<file path="config.mk">
export PLATFORM = sky130hd
export DESIGN_NAME = dpr_contend_top
export DESIGN_NICKNAME = d
export VERILOG_FILES = /design/src/rtl/dpr_pkg.sv /design/src/rtl/dpr_arbiter.sv /design/src/rtl/dpr_port_ctrl.sv /design/src/rtl/dpr_lane_bank.sv /design/src/rtl/dpr_contend_top.sv
export SDC_FILE = /design/constraint.sdc
export NUM_CORES = 2
export LEC_CHECK = 0
export BUFFER_PORTS_ARGS = -buffer_cell sky130_fd_sc_hd__clkbuf_2
export CAP_MARGIN = 30
export CORE_AREA = 2 2 515 517
export DETAILED_ROUTE_END_ITERATION = 10
export DIE_AREA = 0 0 517 519
export PLACE_DENSITY = 0.51
export SYNTH_ARGS = -nofsm -noshare
export SYNTH_HDL_FRONTEND = slang
export SYNTH_SLANG_ARGS = --single-unit
</file>
<file path="constraint.sdc">
create_clock -name clk -period 2.75 [get_ports clk]
set_input_delay 0.55 -clock clk [delete_from_list [all_inputs] [get_ports clk]]
set_output_delay 0.55 -clock clk [all_outputs]
set_load 0.005 [all_outputs]
</file>
<file path="src/rtl/dpr_pkg.sv">
package dpr_pkg;
  typedef enum logic [1:0] {
    OWN_NONE = 2'd0,
    OWN_A    = 2'd1,
    OWN_B    = 2'd2
  } owner_e;
endpackage

</file>
<file path="src/rtl/dpr_arbiter.sv">
module dpr_arbiter
  import dpr_pkg::*;
#(
  parameter int ADDR_W = 6
) (
  input  logic              clk,
  input  logic              rst_n,
  input  logic              arb_on,
  input  logic              a_en,
  input  logic              b_en,
  input  logic [ADDR_W-1:0] a_addr,
  input  logic [ADDR_W-1:0] b_addr,
  output logic              a_busy,
  output logic              b_busy
);
  owner_e            owner_q, owner_d;
  logic              a_en_q, b_en_q;
  logic [ADDR_W-1:0] a_addr_q, b_addr_q;
  logic              clash, a_stay, b_stay;

  always_comb begin
    clash  = arb_on & a_en & b_en & (a_addr == b_addr);
    a_stay = a_en_q & (a_addr_q == a_addr);
    b_stay = b_en_q & (b_addr_q == b_addr);
    if (!clash)                   owner_d = OWN_NONE;
    else if (owner_q != OWN_NONE) owner_d = owner_q;
    else if (b_stay && !a_stay)   owner_d = OWN_B;
    else                          owner_d = OWN_A;
    a_busy = (owner_d == OWN_B);
    b_busy = (owner_d == OWN_A);
  end

  always_ff @(posedge clk or negedge rst_n) begin
    if (!rst_n) begin
      owner_q <= OWN_NONE;
      a_en_q  <= 1'b0;
      b_en_q  <= 1'b0;
    end else begin
      owner_q <= owner_d;
      a_en_q  <= a_en;
      b_en_q  <= b_en;
    end
  end

  always_ff @(posedge clk or negedge rst_n) begin
    if (!rst_n) begin
      a_addr_q <= '0;
      b_addr_q <= '0;
    end else begin
      if (a_en) a_addr_q <= a_addr;
      if (b_en) b_addr_q <= b_addr;
    end
  end

  AST_ONE_SIDE_BUSY: assert property (@(posedge clk) disable iff (!rst_n)
    !(a_busy && b_busy));

  AST_GRANT_HELD: assert property (@(posedge clk) disable iff (!rst_n)
    (clash && $past(clash)) |-> ($stable(a_busy) && $stable(b_busy)));
endmodule

</file>
<file path="src/rtl/dpr_port_ctrl.sv">
module dpr_port_ctrl #(
  parameter int LANES = 2
) (
  input  logic             ce_n,
  input  logic             rw_n,
  input  logic             oe_n,
  input  logic [LANES-1:0] lane_n,
  input  logic             blocked,
  output logic [LANES-1:0] wr_lane,
  output logic [LANES-1:0] rd_lane
);
  logic [LANES-1:0] sel;
  logic             wr_go, rd_go;

  always_comb begin
    sel     = ~lane_n;
    wr_go   = !ce_n && !rw_n && !blocked;
    rd_go   = !ce_n && rw_n && !oe_n;
    wr_lane = wr_go ? sel : '0;
    rd_lane = rd_go ? sel : '0;
  end
endmodule

</file>
<file path="src/rtl/dpr_lane_bank.sv">
module dpr_lane_bank #(
  parameter int ADDR_W = 6,
  parameter int LANE_W = 8
) (
  input  logic              clk,
  input  logic              rst_n,
  input  logic              a_we,
  input  logic              a_re,
  input  logic [ADDR_W-1:0] a_addr,
  input  logic [LANE_W-1:0] a_wd,
  output logic [LANE_W-1:0] a_rd,
  input  logic              b_we,
  input  logic              b_re,
  input  logic [ADDR_W-1:0] b_addr,
  input  logic [LANE_W-1:0] b_wd,
  output logic [LANE_W-1:0] b_rd
);
  localparam int DEPTH = 1 << ADDR_W;

  logic [LANE_W-1:0] mem [DEPTH];
  logic [LANE_W-1:0] a_rd_d, b_rd_d;

  always_comb begin
    a_rd_d = a_re ? mem[a_addr] : '0;
    b_rd_d = b_re ? mem[b_addr] : '0;
  end

  always_ff @(posedge clk) begin
    if (a_we) mem[a_addr] <= a_wd;
    if (b_we) mem[b_addr] <= b_wd;
  end

  always_ff @(posedge clk or negedge rst_n) begin
    if (!rst_n) begin
      a_rd <= '0;
      b_rd <= '0;
    end else begin
      a_rd <= a_rd_d;
      b_rd <= b_rd_d;
    end
  end
endmodule

</file>
<file path="src/rtl/dpr_contend_top.sv">
module dpr_contend_top #(
  parameter int ADDR_W = 6,
  parameter int LANE_W = 8
) (
  input  logic                clk,
  input  logic                rst_n,
  input  logic                master_mode,
  input  logic                pa_ce_n,
  input  logic                pa_rw_n,
  input  logic                pa_oe_n,
  input  logic                pa_ub_n,
  input  logic                pa_lb_n,
  input  logic [ADDR_W-1:0]   pa_addr,
  input  logic [2*LANE_W-1:0] pa_wdata,
  output logic [2*LANE_W-1:0] pa_rdata,
  input  logic                pa_busy_i,
  output logic                pa_busy_o,
  input  logic                pb_ce_n,
  input  logic                pb_rw_n,
  input  logic                pb_oe_n,
  input  logic                pb_ub_n,
  input  logic                pb_lb_n,
  input  logic [ADDR_W-1:0]   pb_addr,
  input  logic [2*LANE_W-1:0] pb_wdata,
  output logic [2*LANE_W-1:0] pb_rdata,
  input  logic                pb_busy_i,
  output logic                pb_busy_o
);
  localparam int LANES = 2;

  logic             a_busy_loc, b_busy_loc, a_blk, b_blk;
  logic [LANES-1:0] a_wr_lane, a_rd_lane, b_wr_lane, b_rd_lane;

  dpr_arbiter #(.ADDR_W(ADDR_W)) u_arb (
    .clk    (clk),
    .rst_n  (rst_n),
    .arb_on (master_mode),
    .a_en   (!pa_ce_n),
    .b_en   (!pb_ce_n),
    .a_addr (pa_addr),
    .b_addr (pb_addr),
    .a_busy (a_busy_loc),
    .b_busy (b_busy_loc)
  );

  always_comb begin
    a_blk     = master_mode ? a_busy_loc : pa_busy_i;
    b_blk     = master_mode ? b_busy_loc : pb_busy_i;
    pa_busy_o = a_busy_loc;
    pb_busy_o = b_busy_loc;
  end

  dpr_port_ctrl #(.LANES(LANES)) u_ctl_a (
    .ce_n (pa_ce_n), .rw_n (pa_rw_n), .oe_n (pa_oe_n),
    .lane_n ({pa_ub_n, pa_lb_n}), .blocked (a_blk),
    .wr_lane (a_wr_lane), .rd_lane (a_rd_lane)
  );

  dpr_port_ctrl #(.LANES(LANES)) u_ctl_b (
    .ce_n (pb_ce_n), .rw_n (pb_rw_n), .oe_n (pb_oe_n),
    .lane_n ({pb_ub_n, pb_lb_n}), .blocked (b_blk),
    .wr_lane (b_wr_lane), .rd_lane (b_rd_lane)
  );

  for (genvar g = 0; g < LANES; g++) begin : g_lane
    dpr_lane_bank #(.ADDR_W(ADDR_W), .LANE_W(LANE_W)) u_bank (
      .clk    (clk),
      .rst_n  (rst_n),
      .a_we   (a_wr_lane[g]),
      .a_re   (a_rd_lane[g]),
      .a_addr (pa_addr),
      .a_wd   (pa_wdata[g*LANE_W +: LANE_W]),
      .a_rd   (pa_rdata[g*LANE_W +: LANE_W]),
      .b_we   (b_wr_lane[g]),
      .b_re   (b_rd_lane[g]),
      .b_addr (pb_addr),
      .b_wd   (pb_wdata[g*LANE_W +: LANE_W]),
      .b_rd   (pb_rdata[g*LANE_W +: LANE_W])
    );
  end

  AST_BUSY_NEEDS_MATCH: assert property (@(posedge clk) disable iff (!rst_n)
    (pa_busy_o || pb_busy_o) |->
      (master_mode && !pa_ce_n && !pb_ce_n && pa_addr == pb_addr));

  AST_SLAVE_NO_FLAG: assert property (@(posedge clk) disable iff (!rst_n)
    !master_mode |-> (!pa_busy_o && !pb_busy_o));

  AST_FLAGGED_NO_WRITE_A: assert property (@(posedge clk) disable iff (!rst_n)
    (|a_wr_lane) |-> !(master_mode ? pa_busy_o : pa_busy_i));

  AST_FLAGGED_NO_WRITE_B: assert property (@(posedge clk) disable iff (!rst_n)
    (|b_wr_lane) |-> !(master_mode ? pb_busy_o : pb_busy_i));

  AST_DESELECT_ZERO: assert property (@(posedge clk) disable iff (!rst_n)
    ($past(pa_ce_n) |-> pa_rdata == '0) and ($past(pb_ce_n) |-> pb_rdata == '0));
endmodule

</file>
==> metrics.md <==
| Metric | Value |
|---|---|
| Final Non-Filler Cells | 9492 |
| Syn nets | 4929 |
| DRT Pass-1 Iters | 6 |
| IO Count | 93 |
| Power Dens Cells | 472.5 nW/um^2 |
| Worst slack, placed | -0.8527 ns |
| Post-synth EDFFs | 1024 |
| Pin count of the biggest net entering global routing | 65 |
| Core area | 263400 um^2 |
| R2R cell count | 16 |
| Post-synth top cells | 1150 x mux2_2, 1024 x edfxtp_1, 349 x clkbuf_1 |
| Cell type with the largest total area after synthesis | edfxtp_1 |
| CTS sink count | 1072 |
| Cell leakage power | 32.33 nW |
| Share of cells above drive strength 1 | 54.77% |
| Rows | 189 |
| Syn-to-layout area delta | 36.08% |
| First-pass GRT wire length | 483.2 mm |
| Slew margin rel. | 28.26% |
| Tmin final | 3.381 ns |
| CP Max Fanout | 2 |
| Clock Skew | 0.03691 ns |
| Root Driver | clkbuf_16 |
| Post-Synthesis Cells | 4870 |
| Crit share post-route | 122.9% |
| Antenna Nets Post-Route | 0 |
| WS Path Type | reg2out |
| Global Route Usage Sum | 25.97% |
| TritonCTS clock tree | built |
| Mean post-synth cell area | 13.42 um^2 |
| Die area | 268300 um^2 |
| Final net count | 5897 |
| Most frequent cell after synthesis | mux2_2 |
| Asr flop ratio synth | 4.478% |
| WHS | 0.1331 ns |
| H-Tree Depth | 3 |
| Final Slew Violations | 0 |
| IO Port Bufs | 92 |
| Clock transition at path regs | 0.06 ns |
| CP startpoint kind | flop |
| Synthesized flop and latch total | 1072 |
| RSZ-0062 raised after global routing | yes |
| VDD IR max | 0.5194 mV |
| Hold depth | 2 |
| Hold crit path type | in2reg |
| M3 GR Usage | 8.305% |
| Grt met1 use | 32.59% |
| Max cap viols | 0 |
| Via/cell ratio | 5.991 |
| Least-Margin Pin Slew | 1.072 ns |
| Final Hold Fails | 0 |
| Setup Viol. Count Final | 2018 |
| Initial core utilization | 24.81% |
| Number of antenna violations at the first check in global routing | 26 |
| HPWL after detailed placement | 254.1 mm |
| Final WS setup | -0.6306 ns |
| Total CTS buffers | 121 |
| Die height | 519 um |
| Avg WL per Cell | 38.14 um |
| Number of global-route vias before repair | 54980 |
| Post-synth top area share | 47.04% |
| Worst Path Required | 2.20 ns |
| CTS max path bufs | 3 |
| Seq/Total Area, Yosys | 48.88% |
| Fmax | 295.8 MHz |
| Mapped cell area | 65370 um^2 |
| Yosys cell types | 82 |
| Total gr overflow | 0 |
| Busiest layer in global routing | met2 |
| Worst setup EP type | primary output |
| Placer Congestion | 1.024 |
| Arrival time worst endpoint | 2.83 ns |
| # DRC | 0 |
| Clock insertion delay at the later pin of the skew report | 0.81 ns |
| GRT met2 Usage | 38.68% |
| Placed Instances | 9081 |
| Status | complete, but fails checks |
| Post-Route WL | 362.0 mm |
| Via count | 56870 |
| Starting DRC count in detailed routing | 9283 |
| Die Wd | 517 um |
| Synth Warn # | 0 |
| Main synth FF type | edfxtp_1 |
| Failing checks | negative setup slack |
| Synth area leaders | edfxtp_1 47%, mux2_2 20%, mux4_2 5.5% |
-- cells by family (layout without fill, tap and decap cells) --
| logic type | after synthesis | after routing | share of synthesized area, % |
|---|---|---|---|
| xor+xnor | 18 | 18 | 0.2412 |
| simple gates | 573 | 573 | 6.179 |
| other cells | 0 | 12 | 0 |
| mux | 1551 | 1551 | 29.02 |
| buf+inv | 619 | 1696 | 4.108 |
| flops | 1072 | 1072 | 48.88 |
| compound gates | 1037 | 1037 | 11.58 |
-- metal layers --
layer,share of wire (%),up-vias
li1,-,21770
met1,37,29490
met2,43,4421
met3,12,1158
met4,7.6,24
met5,0.041,-
-- placed cells by master (no fill, tap or decap), types with 112 or more instances in the layout --
cell          n
mux2i_1     239
nand2_1     163
mux2_2      957
edfxtp_1   1024
mux2_4      193
buf_4       916
mux4_2      160
o22ai_1     112
clkbuf_16   131
a221oi_1    193
a21oi_1     117
buf_12      317
a22oi_1     141
-- sequential cells by signal (all words and copies together) (netlist names) --
name and count:
g_lane.u_bank.a_rd 16, g_lane.u_bank.b_rd 16, g_lane.u_bank.mem 1024, u_arb.a_addr_q 6, u_arb.a_en_q 1, u_arb.b_addr_q 6, u_arb.b_en_q 1, u_arb.owner_q 2
-- worst max-delay path, cell delays in order, from the launching register on --
cell and delay [ns]:
dfrtp_1 0.40, xnor2_2 0.13, nand4_1 0.18, buf_4 0.18, a211o_4 0.29, a211oi_4 0.36
buf_12 0.16, buf_12 0.12, buf_6 0.11, buf_6 0.09
-- repair_timing --
item | CTS | global route
endpoints found under the hold margin | 20 | 0
pin swaps | 62 | 29
hold buffers | 1 | 0
cloned | 7 | 13
endpoints found under the setup margin | 1591 | 2056
gates resized for setup | 190 | 289
buffers inserted | 93 | 60
-- path summary, 6_finish.rpt --
check | from | end | slack (ns)
max | u_arb.b_addr_q[3] | pa_busy_o | -0.63
min | pa_wdata[14] | g_lane[1].u_bank.mem[25][6] | 0.13
max reg2reg | u_arb.a_addr_q[2] | g_lane[1].u_bank.mem[62][1] | -0.52
min reg2reg | u_arb.b_addr_q[0] | u_arb.b_addr_q[0] | 0.52
max in group asynchronous | rst_n | g_lane[0].u_bank.b_rd[2] | 1.74
min in group asynchronous | rst_n | u_arb.owner_q[1] | 0.34
-- power breakdown --
group	total (W)	switching, W	internal, W
logic	0.00686	0.00415	0.00271
registers	0.0180	0.0000592	0.0180
clock network	0.0172	0.00757	0.00959
-- cell type report --
| cell class | instances | area, um^2 |
|---|---|---|
| clock inverter | 92 | 859.6 |
| tap | 3533 | 4420 |
| multi-input combinational | 3179 | 32890 |
| timing repair buffer | 1452 | 15530 |
| antenna | 12 | 30.03 |
| sequential | 1072 | 31950 |
| clock buffer | 140 | 3212 |
| inverter | 12 | 62.56 |
| fill | 25960 | 174500 |
-- metrics by stage --
stage          cell area (um^2)  setup TNS (ns)  utilization (%)  power (W)
2_1_floorplan             65950          -97.12                -    0.02119
3_3_place_gp              80730         -990.20            30.65    0.02469
3_5_place_dp              80770         -935.46            30.66    0.02473
4_1_cts                   87010         -295.38            33.03    0.04171
5_1_grt                   88930         -778.37            33.76    0.04268
6_report                  88950         -627.86            33.77    0.04203
No activity file was read; power rests on OpenSTA's default activity.
